[src/rtl/dev_handshake_reg.sv]
module dev_handshake_reg #(
  parameter int DATA_W = 32,
  parameter int RES_W  = 8
) (
  input  logic              clk,
  input  logic              rst_n,
  input  logic              bus_we,
  input  logic [1:0]        bus_idx,
  input  logic [DATA_W-1:0] bus_wdata,
  output logic [DATA_W-1:0] bus_rdata,
  input  logic              dev_done,
  input  logic [RES_W-1:0]  dev_result,
  output logic              op_req,
  output logic [DATA_W-1:0] op_code,
  output logic              irq
);

  localparam logic [1:0] W_STAT = 2'd0;
  localparam logic [1:0] W_CMD  = 2'd1;
  localparam logic [1:0] W_D0   = 2'd2;
  localparam logic [1:0] W_D1   = 2'd3;

  localparam logic [DATA_W-1:0] ST_READY = DATA_W'(1);
  localparam logic [DATA_W-1:0] ST_BUSY  = DATA_W'(3);
  localparam logic [DATA_W-1:0] ST_DONE  = DATA_W'(5);
  localparam logic [DATA_W-1:0] C_RESET  = DATA_W'(0);
  localparam logic [DATA_W-1:0] C_ACK    = DATA_W'(1);

  logic [DATA_W-1:0] status_q, cmd_q, d0_q, d1_q;
  logic              pend_q;
  logic              busy, cmd_wr;
  logic [DATA_W-1:0] res_ext, done_code;

  assign busy      = (status_q == ST_BUSY);
  assign cmd_wr    = bus_we && !busy && (bus_idx == W_CMD);
  assign res_ext   = DATA_W'(dev_result);
  assign done_code = (res_ext < ST_DONE) ? ST_DONE : res_ext;

  always_ff @(posedge clk or negedge rst_n) begin
    if (!rst_n) begin
      status_q <= ST_READY;
      cmd_q    <= '0;
      d0_q     <= '0;
      d1_q     <= '0;
      pend_q   <= 1'b0;
    end else if (busy) begin
      if (dev_done) begin
        status_q <= done_code;
        pend_q   <= 1'b1;
      end
    end else if (bus_we) begin
      case (bus_idx)
        W_CMD: begin
          cmd_q  <= bus_wdata;
          pend_q <= 1'b0;
          if (bus_wdata == C_RESET) begin
            status_q <= ST_READY;
            d0_q     <= '0;
            d1_q     <= '0;
          end else if (bus_wdata == C_ACK) begin
            status_q <= ST_READY;
          end else begin
            status_q <= ST_BUSY;
          end
        end
        W_D0:    d0_q <= bus_wdata;
        W_D1:    d1_q <= bus_wdata;
        default: ;
      endcase
    end
  end

  always_comb begin
    case (bus_idx)
      W_STAT:  bus_rdata = status_q;
      W_CMD:   bus_rdata = cmd_q;
      W_D0:    bus_rdata = d0_q;
      default: bus_rdata = d1_q;
    endcase
  end

  assign op_req  = busy;
  assign op_code = cmd_q;
  assign irq     = pend_q && !cmd_wr;

  AST_STATUS_LEGAL: assert property (@(posedge clk) disable iff (!rst_n)
    (status_q == ST_READY) || (status_q == ST_BUSY) || (status_q >= ST_DONE));
  AST_START_BUSY: assert property (@(posedge clk) disable iff (!rst_n)
    (bus_we && !op_req && bus_idx == W_CMD && bus_wdata > C_ACK) |=> (op_req && bus_rdata == bus_rdata && status_q == ST_BUSY));
  AST_FROZEN: assert property (@(posedge clk) disable iff (!rst_n)
    op_req |=> ($stable(cmd_q) && $stable(d0_q) && $stable(d1_q)));
  AST_DONE_IRQ: assert property (@(posedge clk) disable iff (!rst_n)
    (op_req && dev_done) |=> (irq && !op_req && status_q >= ST_DONE));
  AST_IRQ_COMPLETE: assert property (@(posedge clk) disable iff (!rst_n)
    irq |-> (status_q >= ST_DONE));
  AST_ACK_READY: assert property (@(posedge clk) disable iff (!rst_n)
    (bus_we && !op_req && bus_idx == W_CMD && bus_wdata == C_ACK) |=> (status_q == ST_READY && !irq));
  AST_IDLE_DONE: assert property (@(posedge clk) disable iff (!rst_n)
    (!op_req && !bus_we && dev_done) |=> ($stable(status_q) && $stable(pend_q)));

endmodule

[config.mk]
export PLATFORM = sky130hd
export DESIGN_NAME = dev_handshake_reg
export DESIGN_NICKNAME = d
export VERILOG_FILES = /design/src/rtl/dev_handshake_reg.sv
export SDC_FILE = /design/constraint.sdc
export NUM_CORES = 1
export LEC_CHECK = 0
export BUFFER_PORTS_ARGS = -buffer_cell sky130_fd_sc_hd__buf_2
export CAP_MARGIN = 20
export CORE_MARGIN = 2
export CORE_UTILIZATION = 59
export DETAILED_ROUTE_END_ITERATION = 10
export PLACE_DENSITY = 0.85
export SYNTH_ARGS = -nofsm -noshare
export SYNTH_HDL_FRONTEND = slang
export SYNTH_SLANG_ARGS = --single-unit
[constraint.sdc]
create_clock -name clk -period 2.8 [get_ports clk]
set_clock_uncertainty 0.1 [all_clocks]
set_input_delay 0.28 -clock clk [delete_from_list [all_inputs] [get_ports clk]]
set_output_delay 0.28 -clock clk [all_outputs]
set_load 0.02 [all_outputs]
Word-level counts from Yosys, hierarchy flattened

Index checks and enable logic that the tools add are counted.

Register bits: 129
Input bits: 46
Output and inout port bits: 66

Magnitude comparators: 1
Equal/unequal tests: 7
Multiplexer cells: 15
Bitwise operators: 1
Reduce and logical (&&, ||, !) cells: 15

Operator list:

| kind                                                  | count |
|---|---|
| 2-to-1 mux 32 bit                                     | 5 |
| case mux 32 bit (2 select lines)                      | 2 |
| case mux 32 bit (3 select lines)                      | 1 |
| equality test 32 x 1 -> 1 bit, second input constant  | 1 |
| equality test 32 x 2 -> 1 bit, second input constant  | 1 |
| logical NOT 32 bit                                    | 1 |
| < comparator 8 x 3 -> 1 bit, second input constant    | 1 |
| 2-to-1 mux 8 bit                                      | 1 |
| AND reduction 4 bit                                   | 2 |
| nonzero test 2 bit                                    | 4 |
| AND reduction 3 bit                                   | 2 |
| equality test 2 bit, second input constant            | 2 |
| 2-to-1 mux 1 bit                                      | 4 |
| 2-to-1 mux 2 bit                                      | 2 |
| logical AND 1 bit                                     | 3 |
| equality test 2 x 1 -> 1 bit, second input constant   | 1 |
| logical NOT 1 bit                                     | 2 |
| logical NOT 2 bit                                     | 1 |
| inequality test 2 x 1 -> 1 bit, second input constant | 1 |
| inequality test 2 bit, second input constant          | 1 |
| inverter 1 bit                                        | 1 |

Longest topological paths before layout

Depth in word-level cells: 6
Mapped depth: 7
Mapped depth without buffers: 4

Worst setup path after synthesis

No wires, ideal clock.

Path kind: reg-to-reg
Start point: register status_q[0]
End point: register d0_q[10]
Setup time: 0.118 ns
Arrival: 1.820 ns
Required time: 2.582 ns
Setup slack: 0.761 ns
Cell stages (with the launch flop): 6
Period minus slack after synthesis: 2.039 ns
Cell sequence: dfstp_2 -> or4bb_1 -> nor2_2 -> nor2_1 -> buf_2 -> o2bb2ai_2

Longest elaborated chain between the ends: 3

Ends and longest elaborated chain:

| item                          | line | RTL |
|---|---|---|
| from (decl)                   | 29   | `logic [DATA_W-1:0] status_q, cmd_q, d0_q, d1_q;` |
| from (signal assigned)        | 48   | `status_q <= done_code;` |
| equality test 32 x 2 -> 1 bit | 34   | `assign busy = (status_q == ST_BUSY);` |
| via op_req                    | 13   | `output logic op_req,` |
| inverter 1 bit (no line)      | --   |  |
| AND reduction 4 bit (no line) | --   |  |
| to (signal assigned)          | 66   | `W_D0: d0_q <= bus_wdata;` |
| to (decl)                     | 29   |  |

The timed path passes the listed nets, and every way through them passes these cells.
A chain may end at the register's enable or synchronous reset.

Worst setup path after layout

Start point: register status_q[0]
End point: output port irq

Longest elaborated chain between the ends: 6

Ends and longest elaborated chain:

| item                            | line | RTL |
|---|---|---|
| equality test 32 x 2 -> 1 bit   | 34   |  |
| logical NOT 1 bit               | 35   | `assign cmd_wr = bus_we && !busy && (bus_idx == W_CMD);` |
| logical AND 1 bit (2 in series) | 35   |  |
| logical NOT 1 bit               | 84   | `assign irq = pend_q && !cmd_wr;` |
| logical AND 1 bit               | 84   |  |
| to (decl)                       | 15   | `output logic irq` |

No other way between the ends.

==> flow_metrics.tcl <==
set metrics [dict create \
    status "finished clean" \
    design.die.area_um2 9680 \
    final_layout_size_suffix_gt1_share_pct 34.8 \
    multi_input_area_um2 2410 \
    layout_common_cells "nand2_1 (191), buf_2 (110), dfrtp_1 (104)" \
    nets 651 \
    synthCells 502 \
    wl_per_cell_um 19.1 \
    critPathMaxFanout 18 \
    antenna_found_initial 0 \
    place_area_um2 5910 \
    r2r_cells 6 \
    detail_route.vias_per_cell 6.18 \
    grt_start_max_net_pins 57 \
    setup_viol 0 \
    worstPathArrival_ns 2.22 \
    finalCriticalPeriod_ns 2.60 \
    drt_wl_total_mm 13.7 \
    clockRootBuffer "clkbuf_8" \
    p_leak_nw 3.00 \
    power_mw 5.98 \
    startpoint_type "flop" \
    regArea_um2 2630 \
    placement_rows 34 \
    synth_edf_count 0 \
    power_density_nw_per_um2 986 \
    ant_nets 0 \
    worstReg2RegEnd "d0_q[19]" \
    ctsHtreeMaxLevel 3 \
    drc 0 \
    worst_ep_required_time_ns 2.42 \
    fp.dieW_um 98.4 \
    drv_cap 0 \
    ys_types 44 \
    cts_buffer_depth 2 \
    rr_startpoint "status_q[1]" \
    min-delay-start "dev_result[6]" \
    rsz0062_at_grt "false" \
    die_h_um 98.4 \
    core_um2 8680 \
    syn2layout_area_growth_pct 15.4 \
    grt.total_usage_pct 29.2 \
    min_path_type "input pin to flop" \
    slew_headroom_pct 28.2 \
    drtPass1Iterations 6 \
    peakVddDrop_mv 0.612 \
    gp_congestion 0.844 \
    drt_iter0_drc 222 \
    tightest_slew_ns 1.07 \
    clkSinkCount 105 \
    synth_nets 548 \
    max_freq_mhz 384 \
    antenna_cells 0 \
    hold_depth 2 \
    drv_slew 0 \
    design_area_um2 6070 \
    cts_resized 0 \
    layout_commonest_cell "nand2_1" \
    detailed_place_hpwl_mm 9.44 \
    cts_setup_buffers 0 \
    grt_pass1_wl_mm 22.4 \
    ys.flop_type "dfrtp_1" \
    dp.cells 701 \
    first_global_vias 4358 \
    async_flop_share_pct 100 \
    worstSetupPathType "flop to output port" \
    initial_core_util_pct 60.6 \
    ios 112 \
    port_buffers 111 \
    grt_overflow 0 \
    num_vias 4419 \
    yosys_warnings 0 \
    clk_pin_slew_ns 0.09 \
    fin_crit_sh_pct 92.9 \
    reg2reg_slack_ns 0.49 \
    ys_seq_area_share_pct 50.0 \
    syn_area_per_cell_um2 10.5 \
    syn_area_um2 5260 \
    insertion_delay_ns 0.36 \
    min_to "status_q[6]" \
    final_hold_viol_count 0 \
    cts_tree "built" \
    end_kind "output port" \
    fin_tns_setup_ns 0 \
    numCtsBuffers 9 \
    final_cells 715 \
    fillers 641 \
    synth-seq-cells 105 \
]
-- synthesized netlist by cell type, types with 2 or more instances --
library cell	count	area, um2
nand2_1	191	717
dfrtp_1	104	2600
a22o_1	28	245
o21ai_0	28	140
o2bb2ai_2	25	375
mux2_2	24	270
clkbuf_1	14	52.6
buf_6	11	124
buf_2	9	45.0
nor4_1	7	43.8
mux4_2	6	135
o21ai_1	6	30.0
o2bb2ai_1	6	52.6
nor2_1	4	15.0
nor4_4	3	63.8
a21oi_1	2	10.0
buf_1	2	7.51
inv_1	2	7.51
mux4_1	2	52.6
nand2_2	2	12.5
nand4_1	2	12.5
nor3_1	2	10.0
-- worst max-delay path by stage --
stage / cells after the start / slack [ns] / start / end
6_report: 5 / 0.20 / status_q[0] / irq
5_1_grt: 5 / 0.12 / status_q[0] / irq
4_1_cts: 5 / 0.20 / status_q[0] / irq
3_5_place_dp: 6 / 0.54 / status_q[1] / d0_q[19]
3_3_place_gp: 6 / 0.61 / status_q[1] / d0_q[19]
2_1_floorplan: 5 / 0.76 / status_q[0] / d0_q[10]
-- sequential cells by signal, summed over array words and instances, names as in the netlist --
| signal | flops |
|---|---|
| op_code | 32 |
| d1_q | 32 |
| pend_q | 1 |
| d0_q | 32 |
| status_q | 8 |
-- per-stage QoR --
step                hold WS (ns)  util (%)  setup slack (ns)
global placement           0.275      68.1             0.609
floorplan                 -0.116         -             0.761
global route              0.0317      69.9             0.118
CTS                       0.0384      69.9             0.197
detailed placement         0.293      68.1             0.541
finish                    0.0457      69.9             0.198
-- cell families after synthesis --
kind of cell | Yosys count | synth area share, %
AND/OR/NAND/NOR | 219 | 18.2
AO/OA/AOI/OAI | 106 | 18.3
flip-flops | 105 | 50.0
buffers and inverters | 39 | 4.64
multiplexers | 33 | 8.90
-- worst max-delay path: stages, from the launching register on --
cell and delay [ns]:
dfstp_2 0.58, nor4bb_4 0.28, buf_4 0.20, a211o_2 0.42
and2_1 0.21, buf_2 0.17
-- layout make-up --
type	count	area share, %
Sequential cell	105	43.3
Multi-Input combinational cell	358	39.8
Timing Repair Buffer	129	12.1
Tap cell	108	2.23
Clock buffer	10	2.10
Clock inverter	3	0.351
Inverter	2	0.124
-- what timing repair did --
item	4_1_cts	5_1_grt
endpoints found under the hold margin	55	0
setup endpoints to repair	0	0
hold buffers	1	0
-- power by group --
group / total (mW) / switching (mW) / internal, mW
Clock: 0.807 / 0.498 / 0.310
Sequential: 2.65 / 0.474 / 2.18
Combinational: 2.52 / 1.45 / 1.07
-- routing by layer --
layer / up-vias / wire, um / track usage, % / share of wire, %
met5: - / 0 / 0 / 0
met1: 2209 / 5510 / 40.7 / 40
met3: 29 / 1200 / 6.52 / 8.8
met2: 226 / 6610 / 45.7 / 48
li1: 1955 / - / - / -
met4: 0 / 359 / 10.9 / 2.6
Note: power is estimated with default switching activity, not from simulation.
